$ cat src/rtl/mmio_fifo_pkg.sv
// Package: shared constants and helpers for the sub-word data FIFO port.
// Assumes a 32-bit register bus carved into four byte lanes.
package mmio_fifo_pkg;
    localparam int BUS_BYTES = 4;
    localparam int BUS_W     = BUS_BYTES * 8;
    localparam int IDX_W     = $clog2(BUS_BYTES);

    typedef enum logic [1:0] {
        SZ_BYTE = 2'b00,
        SZ_HALF = 2'b01,
        SZ_WORD = 2'b10,
        SZ_WALT = 2'b11
    } size_code_e;

    // Keep-mask for right-justified write data of a given size code.
    function automatic logic [BUS_W-1:0] size_keep(input logic [1:0] code);
        case (code)
            SZ_BYTE: size_keep = BUS_W'(32'h0000_00ff);
            SZ_HALF: size_keep = BUS_W'(32'h0000_ffff);
            default: size_keep = '1;
        endcase
    endfunction

    // Byte count of a size code.
    function automatic logic [IDX_W:0] size_bytes(input logic [1:0] code);
        case (code)
            SZ_BYTE: size_bytes = (IDX_W+1)'(1);
            SZ_HALF: size_bytes = (IDX_W+1)'(2);
            default: size_bytes = (IDX_W+1)'(BUS_BYTES);
        endcase
    endfunction
endpackage

$ cat src/rtl/mmio_fifo_decode.sv
// Module: mmio_fifo_decode
// Decodes one bus request: is it a data offset, may its locality use
// the FIFO, how many bytes it moves, and where its write bytes sit in the
// word lanes. Purely combinational; assumes offsets fit below PAGE_LSB.
module mmio_fifo_decode
    import mmio_fifo_pkg::*;
#(
    parameter int ADDR_W     = 16,
    parameter int PAGE_LSB   = 12,
    parameter int NUM_LOC    = 5,
    parameter int HW_LOC     = 4,
    parameter int LOC_W      = 3,
    parameter int LEGACY_OFF = 'h024,
    parameter int WIN_LO     = 'h080,
    parameter int WIN_HI     = 'h0bc
) (
    input  logic [ADDR_W-1:0] addr,
    input  logic [1:0]        size,
    input  logic              write,
    input  logic              hw,
    input  logic              drop_writes,
    input  logic              owner_valid,
    input  logic [LOC_W-1:0]  owner_loc,
    input  logic [BUS_W-1:0]  wdata,
    output logic              go,
    output logic [IDX_W-1:0]  last_idx,
    output logic [IDX_W-1:0]  lane0,
    output logic [BUS_W-1:0]  lanes
);
    localparam int PAGE_W = ADDR_W - PAGE_LSB;
    localparam logic [PAGE_LSB-1:0] LEG_O = PAGE_LSB'(LEGACY_OFF);
    localparam logic [PAGE_LSB-1:0] WIN_L = PAGE_LSB'(WIN_LO);
    localparam logic [PAGE_LSB-1:0] WIN_H = PAGE_LSB'(WIN_HI);

    logic [PAGE_LSB-1:0] off;
    logic [PAGE_W-1:0]   page;
    logic                hit, owned, hw_block, dropped;
    logic [IDX_W:0]      room, want, cnt;

    // Offset and locality page split.
    always_comb begin
        off  = {addr[PAGE_LSB-1:IDX_W], {IDX_W{1'b0}}};
        page = addr[ADDR_W-1:PAGE_LSB];
    end

    // Data-offset hit and locality permission.
    always_comb begin
        hit      = (off == LEG_O) || (off >= WIN_L && off <= WIN_H);
        owned    = owner_valid && (int'(page) < NUM_LOC) &&
                   (int'(page) == int'(owner_loc));
        hw_block = write && (int'(page) == HW_LOC) && !hw;
        dropped  = write && drop_writes;
        go       = hit && owned && !hw_block && !dropped;
    end

    // Byte count clipped at the word boundary, and lane placement.
    always_comb begin
        lane0    = addr[IDX_W-1:0];
        room     = (IDX_W+1)'(BUS_BYTES) - {1'b0, lane0};
        want     = size_bytes(size);
        cnt      = (want < room) ? want : room;
        last_idx = IDX_W'(cnt - 1'b1);
        lanes    = (wdata & size_keep(size)) << {lane0, 3'b000};
    end
endmodule

$ cat src/rtl/mmio_fifo_seq.sv
// Module: mmio_fifo_seq
// Moves the bytes of one accepted access, one per cycle: pushes write
// lanes upward from lane0, or packs pops (or the no-data byte) into a
// right-justified read word. Issues the single response pulse.
// Assumes start and reject never arrive while busy.
module mmio_fifo_seq
    import mmio_fifo_pkg::*;
#(
    parameter logic [7:0] NO_DATA = 8'hff
) (
    input  logic             clk,
    input  logic             rst_n,
    input  logic             start,
    input  logic             reject,
    input  logic             is_write,
    input  logic [IDX_W-1:0] last_idx,
    input  logic [IDX_W-1:0] lane0,
    input  logic [BUS_W-1:0] lanes,
    input  logic             push_ready,
    input  logic             pop_avail,
    input  logic [7:0]       pop_data,
    output logic             busy,
    output logic             push_valid,
    output logic [7:0]       push_data,
    output logic             pop_req,
    output logic             rsp_valid,
    output logic [BUS_W-1:0] rsp_rdata
);
    logic             wr_q;
    logic [IDX_W-1:0] idx_q, last_q, lane0_q, cur_lane;
    logic [BUS_W-1:0] lanes_q, rbuf_q, rd_merged;
    logic [7:0]       rd_byte;
    logic             step_done;

    // Current byte selection and completion condition.
    always_comb begin
        cur_lane   = lane0_q + idx_q;
        push_data  = lanes_q[{cur_lane, 3'b000} +: 8];
        push_valid = busy && wr_q;
        pop_req    = busy && !wr_q && pop_avail;
        rd_byte    = pop_avail ? pop_data : NO_DATA;
        rd_merged  = rbuf_q | (BUS_W'(rd_byte) << {idx_q, 3'b000});
        step_done  = wr_q ? (!push_ready || idx_q == last_q) : (idx_q == last_q);
    end

    // Transfer state, read packing and response register.
    always_ff @(posedge clk) begin
        if (!rst_n) begin
            busy      <= 1'b0;
            wr_q      <= 1'b0;
            idx_q     <= '0;
            last_q    <= '0;
            lane0_q   <= '0;
            lanes_q   <= '0;
            rbuf_q    <= '0;
            rsp_valid <= 1'b0;
            rsp_rdata <= '0;
        end else begin
            rsp_valid <= 1'b0;
            if (start) begin
                busy    <= 1'b1;
                wr_q    <= is_write;
                idx_q   <= '0;
                last_q  <= last_idx;
                lane0_q <= lane0;
                lanes_q <= lanes;
                rbuf_q  <= '0;
            end else if (reject) begin
                rsp_valid <= 1'b1;
                rsp_rdata <= '1;
            end else if (busy) begin
                if (!wr_q) rbuf_q <= rd_merged;
                if (step_done) begin
                    busy      <= 1'b0;
                    rsp_valid <= 1'b1;
                    rsp_rdata <= wr_q ? '0 : rd_merged;
                end else begin
                    idx_q <= idx_q + 1'b1;
                end
            end
        end
    end

    // Clipping keeps every written lane inside the word.
    assert_lane_in_word_R3: assert property (@(posedge clk) disable iff (!rst_n)
        push_valid |-> ({1'b0, lane0_q} + {1'b0, idx_q} < (IDX_W+1)'(BUS_BYTES)));

    // A refused push ends the write on the next edge.
    assert_stop_on_full_R9: assert property (@(posedge clk) disable iff (!rst_n)
        (push_valid && !push_ready) |=> !busy);
endmodule

$ cat src/rtl/mmio_fifo_port.sv
// Module: mmio_fifo_port (top)
// Register-bus port onto a byte-serial command/response FIFO. Decodes the
// data offsets and locality rules, then hands accepted accesses to the
// byte sequencer. One access is in flight at a time.
module mmio_fifo_port
    import mmio_fifo_pkg::*;
#(
    parameter int         ADDR_W     = 16,
    parameter int         PAGE_LSB   = 12,
    parameter int         NUM_LOC    = 5,
    parameter int         HW_LOC     = 4,
    parameter int         LOC_W      = 3,
    parameter int         LEGACY_OFF = 'h024,
    parameter int         WIN_LO     = 'h080,
    parameter int         WIN_HI     = 'h0bc,
    parameter logic [7:0] NO_DATA    = 8'hff
) (
    input  logic              clk,
    input  logic              rst_n,
    input  logic              req_valid,
    output logic              req_ready,
    input  logic              req_write,
    input  logic              req_hw,
    input  logic [ADDR_W-1:0] req_addr,
    input  logic [1:0]        req_size,
    input  logic [31:0]       req_wdata,
    input  logic              owner_valid,
    input  logic [LOC_W-1:0]  owner_loc,
    input  logic              drop_writes,
    output logic              rsp_valid,
    output logic [31:0]       rsp_rdata,
    output logic              push_valid,
    output logic [7:0]        push_data,
    input  logic              push_ready,
    input  logic              pop_avail,
    input  logic [7:0]        pop_data,
    output logic              pop_req
);
    logic             go, busy, accept;
    logic [IDX_W-1:0] last_idx, lane0;
    logic [BUS_W-1:0] lanes;

    // Request acceptance: only when no transfer is in flight.
    always_comb begin
        req_ready = !busy;
        accept    = req_valid && req_ready;
    end

    mmio_fifo_decode #(
        .ADDR_W(ADDR_W), .PAGE_LSB(PAGE_LSB), .NUM_LOC(NUM_LOC),
        .HW_LOC(HW_LOC), .LOC_W(LOC_W), .LEGACY_OFF(LEGACY_OFF),
        .WIN_LO(WIN_LO), .WIN_HI(WIN_HI)
    ) u_decode (
        .addr(req_addr), .size(req_size), .write(req_write), .hw(req_hw),
        .drop_writes(drop_writes), .owner_valid(owner_valid),
        .owner_loc(owner_loc), .wdata(req_wdata), .go(go),
        .last_idx(last_idx), .lane0(lane0), .lanes(lanes)
    );

    mmio_fifo_seq #(.NO_DATA(NO_DATA)) u_seq (
        .clk(clk), .rst_n(rst_n), .start(accept && go),
        .reject(accept && !go), .is_write(req_write), .last_idx(last_idx),
        .lane0(lane0), .lanes(lanes), .push_ready(push_ready),
        .pop_avail(pop_avail), .pop_data(pop_data), .busy(busy),
        .push_valid(push_valid), .push_data(push_data), .pop_req(pop_req),
        .rsp_valid(rsp_valid), .rsp_rdata(rsp_rdata)
    );

    // A refused read answers all ones on the next cycle.
    assert_reject_all_ones_R6: assert property (@(posedge clk) disable iff (!rst_n)
        (accept && !go && !req_write) |=> (rsp_valid && rsp_rdata == 32'hffff_ffff));

    // A started transfer holds the bus off.
    assert_busy_blocks_R10: assert property (@(posedge clk) disable iff (!rst_n)
        (accept && go) |=> !req_ready);

    // A write during completion never reaches the FIFO.
    assert_drop_no_push_R8: assert property (@(posedge clk) disable iff (!rst_n)
        (accept && req_write && drop_writes) |=> !push_valid);

    // Idle port never touches the FIFO.
    assert_idle_quiet_R1: assert property (@(posedge clk) disable iff (!rst_n)
        (req_ready && !$past(accept)) |-> (!push_valid && !pop_req));
endmodule

$ cat config.mk
export PLATFORM = sky130hd
export DESIGN_NAME = mmio_fifo_port
export DESIGN_NICKNAME = d
export VERILOG_FILES = /design/src/rtl/mmio_fifo_pkg.sv /design/src/rtl/mmio_fifo_decode.sv /design/src/rtl/mmio_fifo_seq.sv /design/src/rtl/mmio_fifo_port.sv
export SDC_FILE = /design/constraint.sdc
export NUM_CORES = 1
export LEC_CHECK = 0
export BUFFER_PORTS_ARGS = -buffer_cell sky130_fd_sc_hd__buf_2
export CORE_ASPECT_RATIO = 2
export CORE_UTILIZATION = 60
export CTS_BUF_LIST = sky130_fd_sc_hd__clkbuf_2 sky130_fd_sc_hd__clkbuf_4 sky130_fd_sc_hd__clkbuf_8
export DETAILED_ROUTE_END_ITERATION = 6
export PLACE_DENSITY = 0.87
export SLEW_MARGIN = 20
export SYNTH_ARGS = -nofsm -noshare
export SYNTH_HDL_FRONTEND = slang
export SYNTH_SLANG_ARGS = --single-unit
$ cat constraint.sdc
create_clock -name clk -period 5.2 [get_ports clk]
set_clock_uncertainty 0.1 [all_clocks]
set_input_delay 0.26 -clock clk [delete_from_list [all_inputs] [get_ports clk]]
set_output_delay 0.26 -clock clk [all_outputs]
set_load 0.03 [all_outputs]
* After elaboration in Yosys (flattened, before gate mapping)
Index checks and enable logic that the tools add are counted.
** Cells by class
- Add/sub/neg operators :: 4
- Magnitude comparators :: 4
- Equal/unequal tests :: 6
- Shift operators :: 3
- Muxes and demuxes :: 16
- Bitwise logic cells :: 7
- Reductions and logical operators :: 31
** Operator list (number)
- 32-bit 2-to-1 mux :: 4
- 32-bit one-hot mux with 2 select lines :: 1
- 32-bit AND :: 1
- 32-bit OR :: 1
- 32-bit by 6-bit variable part select with 8-bit output :: 1
- 32-bit by 5-bit left shift with 32-bit output :: 1
- 8-bit by 5-bit left shift with 32-bit output :: 1
- 1-bit logical AND :: 15
- 12-bit by 8-bit >= comparator with 1-bit output, second input constant :: 1
- 12-bit by 8-bit <= comparator with 1-bit output, second input constant :: 1
- 10-bit by 4-bit equality test with 1-bit output, second input constant :: 1
- 3-bit AND reduction :: 3
- 1-bit 2-to-1 mux :: 8
- 8-bit 2-to-1 mux :: 1
- 1-bit logical NOT :: 7
- 3-bit one-hot mux with 2 select lines :: 1
- 1-bit NOT :: 5
- 4-bit equality test :: 1
- 4-bit equality test, second input constant :: 1
- 4-bit by 3-bit < comparator with 1-bit output, second input constant :: 1
- 2-bit nonzero test :: 2
- 3-bit < comparator :: 1
- 3-bit by 2-bit subtractor with 3-bit output, first input constant :: 1
- 2-bit by 1-bit adder with 2-bit output, second input constant :: 1
- 9 further kinds :: 10
** Word-level totals
- Register bits after elaboration :: 105
- Input bits :: 70
- Output and inout bits :: 44
- Word-level logic and storage cells :: 80

* Depth between registers and ports, before layout
Gate-level depths: netlist of run 1.
- Depth after elaboration :: 10
- Mapped depth :: 11

* Modules after synthesis
Synthesis of run 1 repeated with hierarchy kept, for this count alone.
** Second synthesis, totals
- Cell total of the unflattened synthesis :: 562
- Area, all modules :: 5181.2 µm²
** Modules (own cells, without submodules)
- mmio_fifo_seq :: instances 1, cells each 435, area an instance 4403.0 µm²
- mmio_fifo_decode :: instances 1, cells each 124, area an instance 758.2 µm²
- mmio_fifo_port :: instances 1, cells each 3, area an instance 20.0 µm²

* Worst setup path before layout of run 1
No wires, ideal clock.
- Kind :: in2reg
- Start :: input port req_addr[0]
- End :: register u_seq.last_q[1]
- Data arrival time :: 2404 ps
- Required time :: 5009 ps
- Path slack :: 2605 ps
- Stages :: 11
- Path through :: clkbuf_1 clkbuf_1 clkbuf_1 inv_1 ha_1 inv_1 ha_1 o21ai_0 a31oi_1 nand3b_1 a311oi_1
** On the way
- Cells in the longest elaborated chain, start to end :: 4
** RTL lines
- from (decl) :: RTL line mmio_fifo_port.sv:24 : input logic [ADDR_W-1:0] req_addr,
- 3-bit by 2-bit subtractor with 3-bit output (*) :: RTL line mmio_fifo_decode.sv:59 : room = (IDX_W+1)'(BUS_BYTES) - {1'b0, lane0};
- 3-bit < comparator :: RTL line mmio_fifo_decode.sv:61 : cnt = (want < room) ? want : room;
- 2-bit 2-to-1 mux (*) :: RTL line mmio_fifo_decode.sv:61
- 2-bit by 1-bit subtractor with 2-bit output (*) :: RTL line mmio_fifo_decode.sv:62 : last_idx = IDX_W'(cnt - 1'b1);
- to (signal assigned) :: RTL line mmio_fifo_seq.sv:64 : last_q <= last_idx;
- to (decl) :: RTL line mmio_fifo_seq.sv:30 : logic [IDX_W-1:0] idx_q, last_q, lane0_q, cur_lane;
Every way passes the cells marked *; elsewhere a longest branch is shown, timed or not.
A chain may end at the register's enable or synchronous reset.

* Worst setup path in the final report of run 1
- Start :: register u_seq.idx_q[0]
- End :: output port push_data[3]
** On the way
- Cells in the longest elaborated chain, start to end :: 2
** RTL lines
- from (decl) :: RTL line mmio_fifo_seq.sv:30
- from (signal assigned) :: RTL line mmio_fifo_seq.sv:78 : idx_q <= idx_q + 1'b1;
- 2-bit adder :: RTL line mmio_fifo_seq.sv:37 : cur_lane = lane0_q + idx_q;
- 32-bit by 6-bit variable part select with 8-bit output :: RTL line mmio_fifo_seq.sv:38 : push_data = lanes_q[{cur_lane, 3'b000} +: 8];
- to (decl) :: RTL line mmio_fifo_port.sv:33 : output logic [7:0] push_data,
Every way passes these cells.

==> flow_summary.toml, run 1 <==
[detailed_routing]
post_drt_via_cell_ratio = 5.959
firstDrtPassIters = 6
m1WireLength_mm = 4.638
met3_length_um = 476
drc = 0
route.antenna.remaining_nets = 0
wl_met2_mm = 6.881
routedWlPerCell_um = 16.34
totalWireLength_mm = 12.48
highest-signal-layer = "met4"
via_total_after_detailed_routing = 4553
detail_route.iter0.violations = 346

[layout]
stdcell_area_um2 = 5773
final.fill_count = 622
antennaDiodeCount = 0
area_delta_synth_final_pct = 14.72
postLayoutCoreUtil = 0.7216
num-nets-final = 737
layoutNonFillerInstCount = 764
fraction_of_final_layout_cells_with_drive_strength_greater_than_1 = 0.2455

[synth]
leading_post_synthesis_cells_by_cell_area = "dfxtp_1 (42%), nand2_1 (6.6%), a21oi_1 (6.6%), mux2i_1 (5.4%), o211ai_1 (4.9%)"
post-synth-top-count-cell = "dfxtp_1"
synthesis.instances = 589
yosysSeqAreaShare = 0.4177
async_reset_ff_frac = 0
synth_enable_flop_cells = 0
synth_area_um2 = 5032
netlist-cell-type-count = 48
yosys_register_bits = 105
synth.yosys.warnings = 0
netlist.area_leader.share = 0.4177
leading_register_cell_type_out_of_synthesis = "dfxtp_1"
postSynthAreaPerCell_um2 = 8.544
top_cells_by_count_synth = "dfxtp_1 (105), nand2_1 (89), a21oi_1 (66)"
synth_largest_area_cell = "dfxtp_1"
syn_nets = 663

[clocking]
clockRootBuffer = "clkbuf_8"
clock_sink_count = 105
max-clock-path-buffers = 2
tritoncts = "yes"
holdBufCountCts = 0
cts_max_level = 3
post_cts_buffers = 0
clkTransAtPathRegs_ns = 0.10
post_cts.resized_instances = 0
worst_skew_pair.late_latency_ns = 0.37
cts_buffers = 9

[global_routing]
grt_remaining_overflow = 0
global_route.usage.total = 0.3010
first_pass_grt_wire_length_mm = 20.34
initial_antenna_violation_count = 0
grt_start_max_net_pins = 53
grt_pass1_vias = 4433

[pwr]
switching_share = 0.2797
total_switching_power_mw = 0.4411
clock_power_share = 0.323
power_leakage_nw = 2.421
finalPower_mw = 1.577
power.combinational.fraction = 0.146
p_per_area_nw_per_um2 = 273.2
power_report.internal_total_mw = 1.136
power.ir.vdd_worst_v = 0.0001540
seq_power_share = 0.531

[floorplan]
num_ports = 114
start_util = 0.6290
height_of_the_die_um = 131.5
dieWidth_um = 66.76
core-area_um2 = 8000
core.rowCount = 46
design.die.area_um2 = 8780

[worst_setup_path]
cp_max_fo = 9
setup.worst_path.start_class = "flop"
timing_worst_setup_path_type = "reg2out"
critical_path.max_stage_delay_ns = 0.58
critPathSlowestCell = "dfxtp_1"
reg2reg_depth = 4
endpoint_kind = "output port"
crit_chain = "ha_1 -> xor2_1 -> xnor2_1 -> buf_4 -> mux4_2 -> buf_2"
critPathArrivalTime_ns = 2.46
worst_path_dominant_cell_family = "flip-flops"
cp.depth = 6
crit_buf_inv = 2
cp_data_required_time_ns = 4.84

[sta]
final_hold_viol_count = 0
post-route-worst-setup-slack_ns = 2.375
rsz0062_at_grt = "no"
slew_headroom = 0.2446
max_freq_mhz = 354.0
post-route-period-util = 0.5432
total_neg_setup_slack_ns = 0
finalWorstPathRequiredPeriod_ns = 2.825
final_max_slew_viol_count = 0
report.final.setup_viol = 0
timing_worst_slew_pin_value_ns = 1.124
hold_slack_ns = 0.04910

[min_path]
path_type_of_the_worst_min_delay_path = "in2reg"
min_delay_path_depth = 3

[placed_design]
placedCellCount = 747
numPortBuffers = 113
placement.cell_area_um2 = 5555
dp_slack_ns = 2.278
dp.final_hpwl_mm = 9.214
gp_congestion = 0.8243

[run]
maxCapViolCount = 0

[status]
run_status = "complete, no violations"
flip-flops by register name (all words and copies together) (netlist names), 2 cells and up:
register         count
u_seq.rbuf_q        32
u_seq.lanes_q       32
u_seq.last_q         2
u_seq.idx_q          2
u_seq.lane0_q        2
u_seq.rsp_rdata     32
final cells by class:
cell class | instances | area [um^2] | share of cell area
multi-input combinational | 409 | 2660 | 0.4608
sequential | 105 | 2102 | 0.3641
timing repair buffer | 120 | 624.3 | 0.1081
clock buffer | 10 | 131.4 | 0.02276
tap | 96 | 120.1 | 0.02081
clock inverter | 6 | 67.56 | 0.01170
inverter | 18 | 67.56 | 0.01170
placed cells by master (no fill, tap or decap), types with 2 or more instances in the layout:
master	synthesis	layout
a21oi_1	66	66
a221o_1	8	8
a22oi_1	8	8
and2_1	11	11
buf_2	4	113
buf_4	0	6
clkbuf_8	0	10
clkinvlp_4	0	2
dfxtp_1	105	105
ha_1	4	4
inv_1	18	18
mux2_2	8	8
mux2i_1	27	27
mux4_2	8	8
nand2_1	89	89
nand2b_1	10	10
nand3_1	9	9
nand3b_1	2	2
nor2_1	40	40
nor2b_1	9	8
nor3_1	2	2
nor4bb_1	2	2
o211ai_1	33	33
o21ai_0	27	27
o21bai_1	2	2
o31ai_1	5	5
o31ai_2	3	3
o41ai_1	8	8
o41ai_4	0	2
xnor2_1	4	4
xor2_1	5	5
power by group through the flow:
stage	clock (mW)	combinational (mW)	sequential [mW]
CTS	0.517	0.229	0.838
finish	0.509	0.230	0.838
detailed placement	0	0.228	0.857
floorplan	0	0.102	0.903
global placement	0	0.221	0.856
global route	0.550	0.250	0.841
worst register-to-register path, stage by stage, from the launching register on:
cell and delay (ns):
dfxtp_1 0.58, xor2_1 0.33, o21ai_0 0.15, or3b_1 0.91, o211ai_1 0.23
worst paths after layout:
path,start,to,slack (ns)
worst max register to register,u_seq.idx_q[0],u_seq.rsp_rdata[27],2.75
worst min-delay path,req_write,u_seq.wr_q,0.05
worst min register to register,u_seq.lanes_q[20],u_seq.lanes_q[20],0.37
worst max-delay path,u_seq.idx_q[0],push_data[3],2.38
per-layer routing:
layer	global-route usage	vias up
met5	0	-
met4	0.1879	0
met3	0.05382	41
met2	0.5365	170
met1	0.3047	2118
li1	-	2224
cell families after synthesis:
group | synth area share
flip-flops | 0.4177
buffers and inverters | 0.06091
XOR/XNOR | 0.01566
AO/OA/AOI/OAI | 0.2210
adder cells (fa/ha/maj) | 0.009946
AND/OR/NAND/NOR | 0.1673
multiplexers | 0.1074
(Power assumes the default switching activity.)
==> run 2: changes to the inputs <==
--- a/config.mk
+++ b/config.mk
@@ -7,10 +7,10 @@
 export LEC_CHECK = 0
 export BUFFER_PORTS_ARGS = -buffer_cell sky130_fd_sc_hd__buf_2
 export CORE_ASPECT_RATIO = 2
-export CORE_UTILIZATION = 60
+export CORE_UTILIZATION = 51
 export CTS_BUF_LIST = sky130_fd_sc_hd__clkbuf_2 sky130_fd_sc_hd__clkbuf_4 sky130_fd_sc_hd__clkbuf_8
 export DETAILED_ROUTE_END_ITERATION = 6
-export PLACE_DENSITY = 0.87
+export PLACE_DENSITY = 0.79
 export SLEW_MARGIN = 20
 export SYNTH_ARGS = -nofsm -noshare
 export SYNTH_HDL_FRONTEND = slang
==> constraint.sdc (replaced) <==
create_clock -name clk -period 2.5 [get_ports clk]
set_clock_uncertainty 0.1 [all_clocks]
set_input_delay 0.125 -clock clk [delete_from_list [all_inputs] [get_ports clk]]
set_output_delay 0.125 -clock clk [all_outputs]
set_load 0.03 [all_outputs]
==> run 2 against run 1 <==
Via count increased by 0.20%. Sequential share of layout area decreased by 1.4 points. Sequential cell count unchanged. Design area increased by 4.1%. Sequential power is 110% higher. Register-to-register slack got worse by 2.1 ns. Core utilization decreased by 9.8 points. Cell count rose by 7.3%. Setup slack got worse by 2.3 ns. Count of clock-buffer cells in the layout grew 2. Critical path depth is the same. Critical endpoint is now push_data[7]. Largest cell class unchanged. Highest routed layer unchanged.
==> flow_summary.toml, run 2 (synthesis gave the netlist of run 1 again) <==
[layout]
layout_top_registers = "u_seq.lanes_q: 32 flops, u_seq.rbuf_q: 32 flops, u_seq.rsp_rdata: 32 flops"
leading_cell_type_in_the_layout_fill_and_taps_excluded = "buf_2"
num-nets-final = 757
stdcell_area_um2 = 6007
most_frequent_cells_in_the_layout = "buf_2 (113), dfxtp_1 (105), nand2_1 (89), a21oi_1 (66), nor2_1 (40)"
antennaDiodeCount = 0
layoutNonFillerInstCount = 820
final.fill_count = 834
area_delta_synth_final_pct = 19.37
postLayoutCoreUtil = 0.6234
fraction_of_final_layout_cells_with_drive_strength_greater_than_1 = 0.2529

[sta]
hold_slack_ns = 0.03227
finalWorstPathRequiredPeriod_ns = 2.384
rsz0062_at_grt = "no"
post-route-worst-setup-slack_ns = 0.1162
post-route-period-util = 0.9535
max_freq_mhz = 419.5
final_hold_viol_count = 0
total_neg_setup_slack_ns = 0
timing_worst_slew_pin_value_ns = 0.6771
final_max_slew_viol_count = 0
report.final.setup_viol = 0
slew_headroom = 0.5469

[min_path]
hold_path.startpoint = "rst_n"
min_delay_path_depth = 3
path_type_of_the_worst_min_delay_path = "in2reg"
whs_endpoint = "u_seq.wr_q"

[worst_setup_path]
timing.rr.end = "u_seq.rsp_rdata[29]"
reg2reg_depth = 6
regToRegStartpoint = "u_seq.idx_q[0]"
cp_max_fo = 8
setup.worst_path.start_class = "flop"
regToRegSetupSlack_ns = 0.62
cp_data_required_time_ns = 2.28
timing_worst_setup_path_type = "reg2out"
critPathArrivalTime_ns = 2.16
endpoint_kind = "output port"

[floorplan]
core.rowCount = 51
height_of_the_die_um = 142.5
start_util = 0.5223
design.die.area_um2 = 10290
core-area_um2 = 9635
dieWidth_um = 72.24
num_ports = 114

[detailed_routing]
route.antenna.remaining_nets = 0
totalWireLength_mm = 12.62
detail_route.iter0.violations = 340
routedWlPerCell_um = 15.39
post_drt_via_cell_ratio = 5.563
firstDrtPassIters = 7
drc = 0
via_total_after_detailed_routing = 4562

[global_routing]
global_route.usage.total = 0.2562
initial_antenna_violation_count = 0
first_pass_grt_wire_length_mm = 20.60
grt_remaining_overflow = 0
grt_start_max_net_pins = 46
grt_pass1_vias = 4334

[clocking]
worst_skew_pair.late_latency_ns = 0.38
clock_sink_count = 105
holdBufCountCts = 9
post_cts_buffers = 0
max-clock-path-buffers = 2
cts_buffers = 9
post_cts.resized_instances = 0
cts_max_level = 3
clockRootBuffer = "clkbuf_8"
tritoncts = "yes"
clkTransAtPathRegs_ns = 0.10

[status]
run_status = "complete, no violations"

[pwr]
clock_power_share = 0.328
power.ir.vdd_worst_v = 0.0002521
finalPower_mw = 3.326
p_per_area_nw_per_um2 = 553.7
power_report.internal_total_mw = 2.426
total_switching_power_mw = 0.9000
power.combinational.fraction = 0.148
power_leakage_nw = 2.524
switching_share = 0.2706
seq_power_share = 0.524

[placed_design]
dp_slack_ns = 0.3148
placement.cell_area_um2 = 5703
numPortBuffers = 113
gp_congestion = 0.8206
dp.final_hpwl_mm = 9.588
placedCellCount = 795

[run]
maxCapViolCount = 0
## run 2: changes by cell type in the layout (fill, tap and decap cells not counted), sizes merged
cell,before,now
buf,119,131
clkbuf,11,12
clkinvlp,2,1
dlygate4sd3,0,9
inv,19,18
## run 2: routing by layer
metal / GRT usage / part of all wire / vias up
li1: - / - / 2263
met2: 0.4983 / 0.58 / 131
met4: 0.1115 / 0.019 / 0
met1: 0.2659 / 0.37 / 2149
met5: 0 / 0 / -
met3: 0.02620 / 0.033 / 19
## run 2: layout make-up
type                            instances  area [um^2]  area share
Clock inverter                          4        51.30    0.008540
Sequential cell                       105         2102      0.3499
Inverter                               18        67.56     0.01125
Multi-Input combinational cell        409         2659      0.4426
Timing Repair Buffer                  140        803.3      0.1337
Tap cell                              132        165.2     0.02749
Clock buffer                           12        158.9     0.02645
## run 2: worst max path at each step
stage | endpoint | start | cells past startpoint | slack (ns)
after global routing | push_data[7] | u_seq.idx_q[0] | 6 | 0.02
after CTS | push_data[7] | u_seq.idx_q[0] | 6 | 0.08
final | push_data[7] | u_seq.lane0_q[0] | 6 | 0.12
after detailed placement | u_seq.last_q[1] | req_addr[1] | 9 | 0.31
after floorplan | u_seq.last_q[1] | req_addr[0] | 11 | 0.04
after global placement | u_seq.rsp_rdata[26] | u_seq.idx_q[0] | 5 | 0.46
## run 2: worst max-delay path, cell delays in order, from the launching register on
cell and delay (ns):
dfxtp_1 0.32, ha_1 0.20, xor2_1 0.16, xnor2_1 0.13, buf_4 0.23, mux4_2 0.54, buf_2 0.20
## run 2: power groups by stage
| stage | Clock (mW) | Sequential, mW | Combinational (mW) |
|---|---|---|---|
| global placement | 0 | 1.78 | 0.464 |
| global route | 1.17 | 1.75 | 0.539 |
| detailed placement | 0 | 1.78 | 0.479 |
| CTS | 1.11 | 1.74 | 0.491 |
| finish | 1.09 | 1.74 | 0.491 |
| floorplan | 0 | 1.88 | 0.213 |
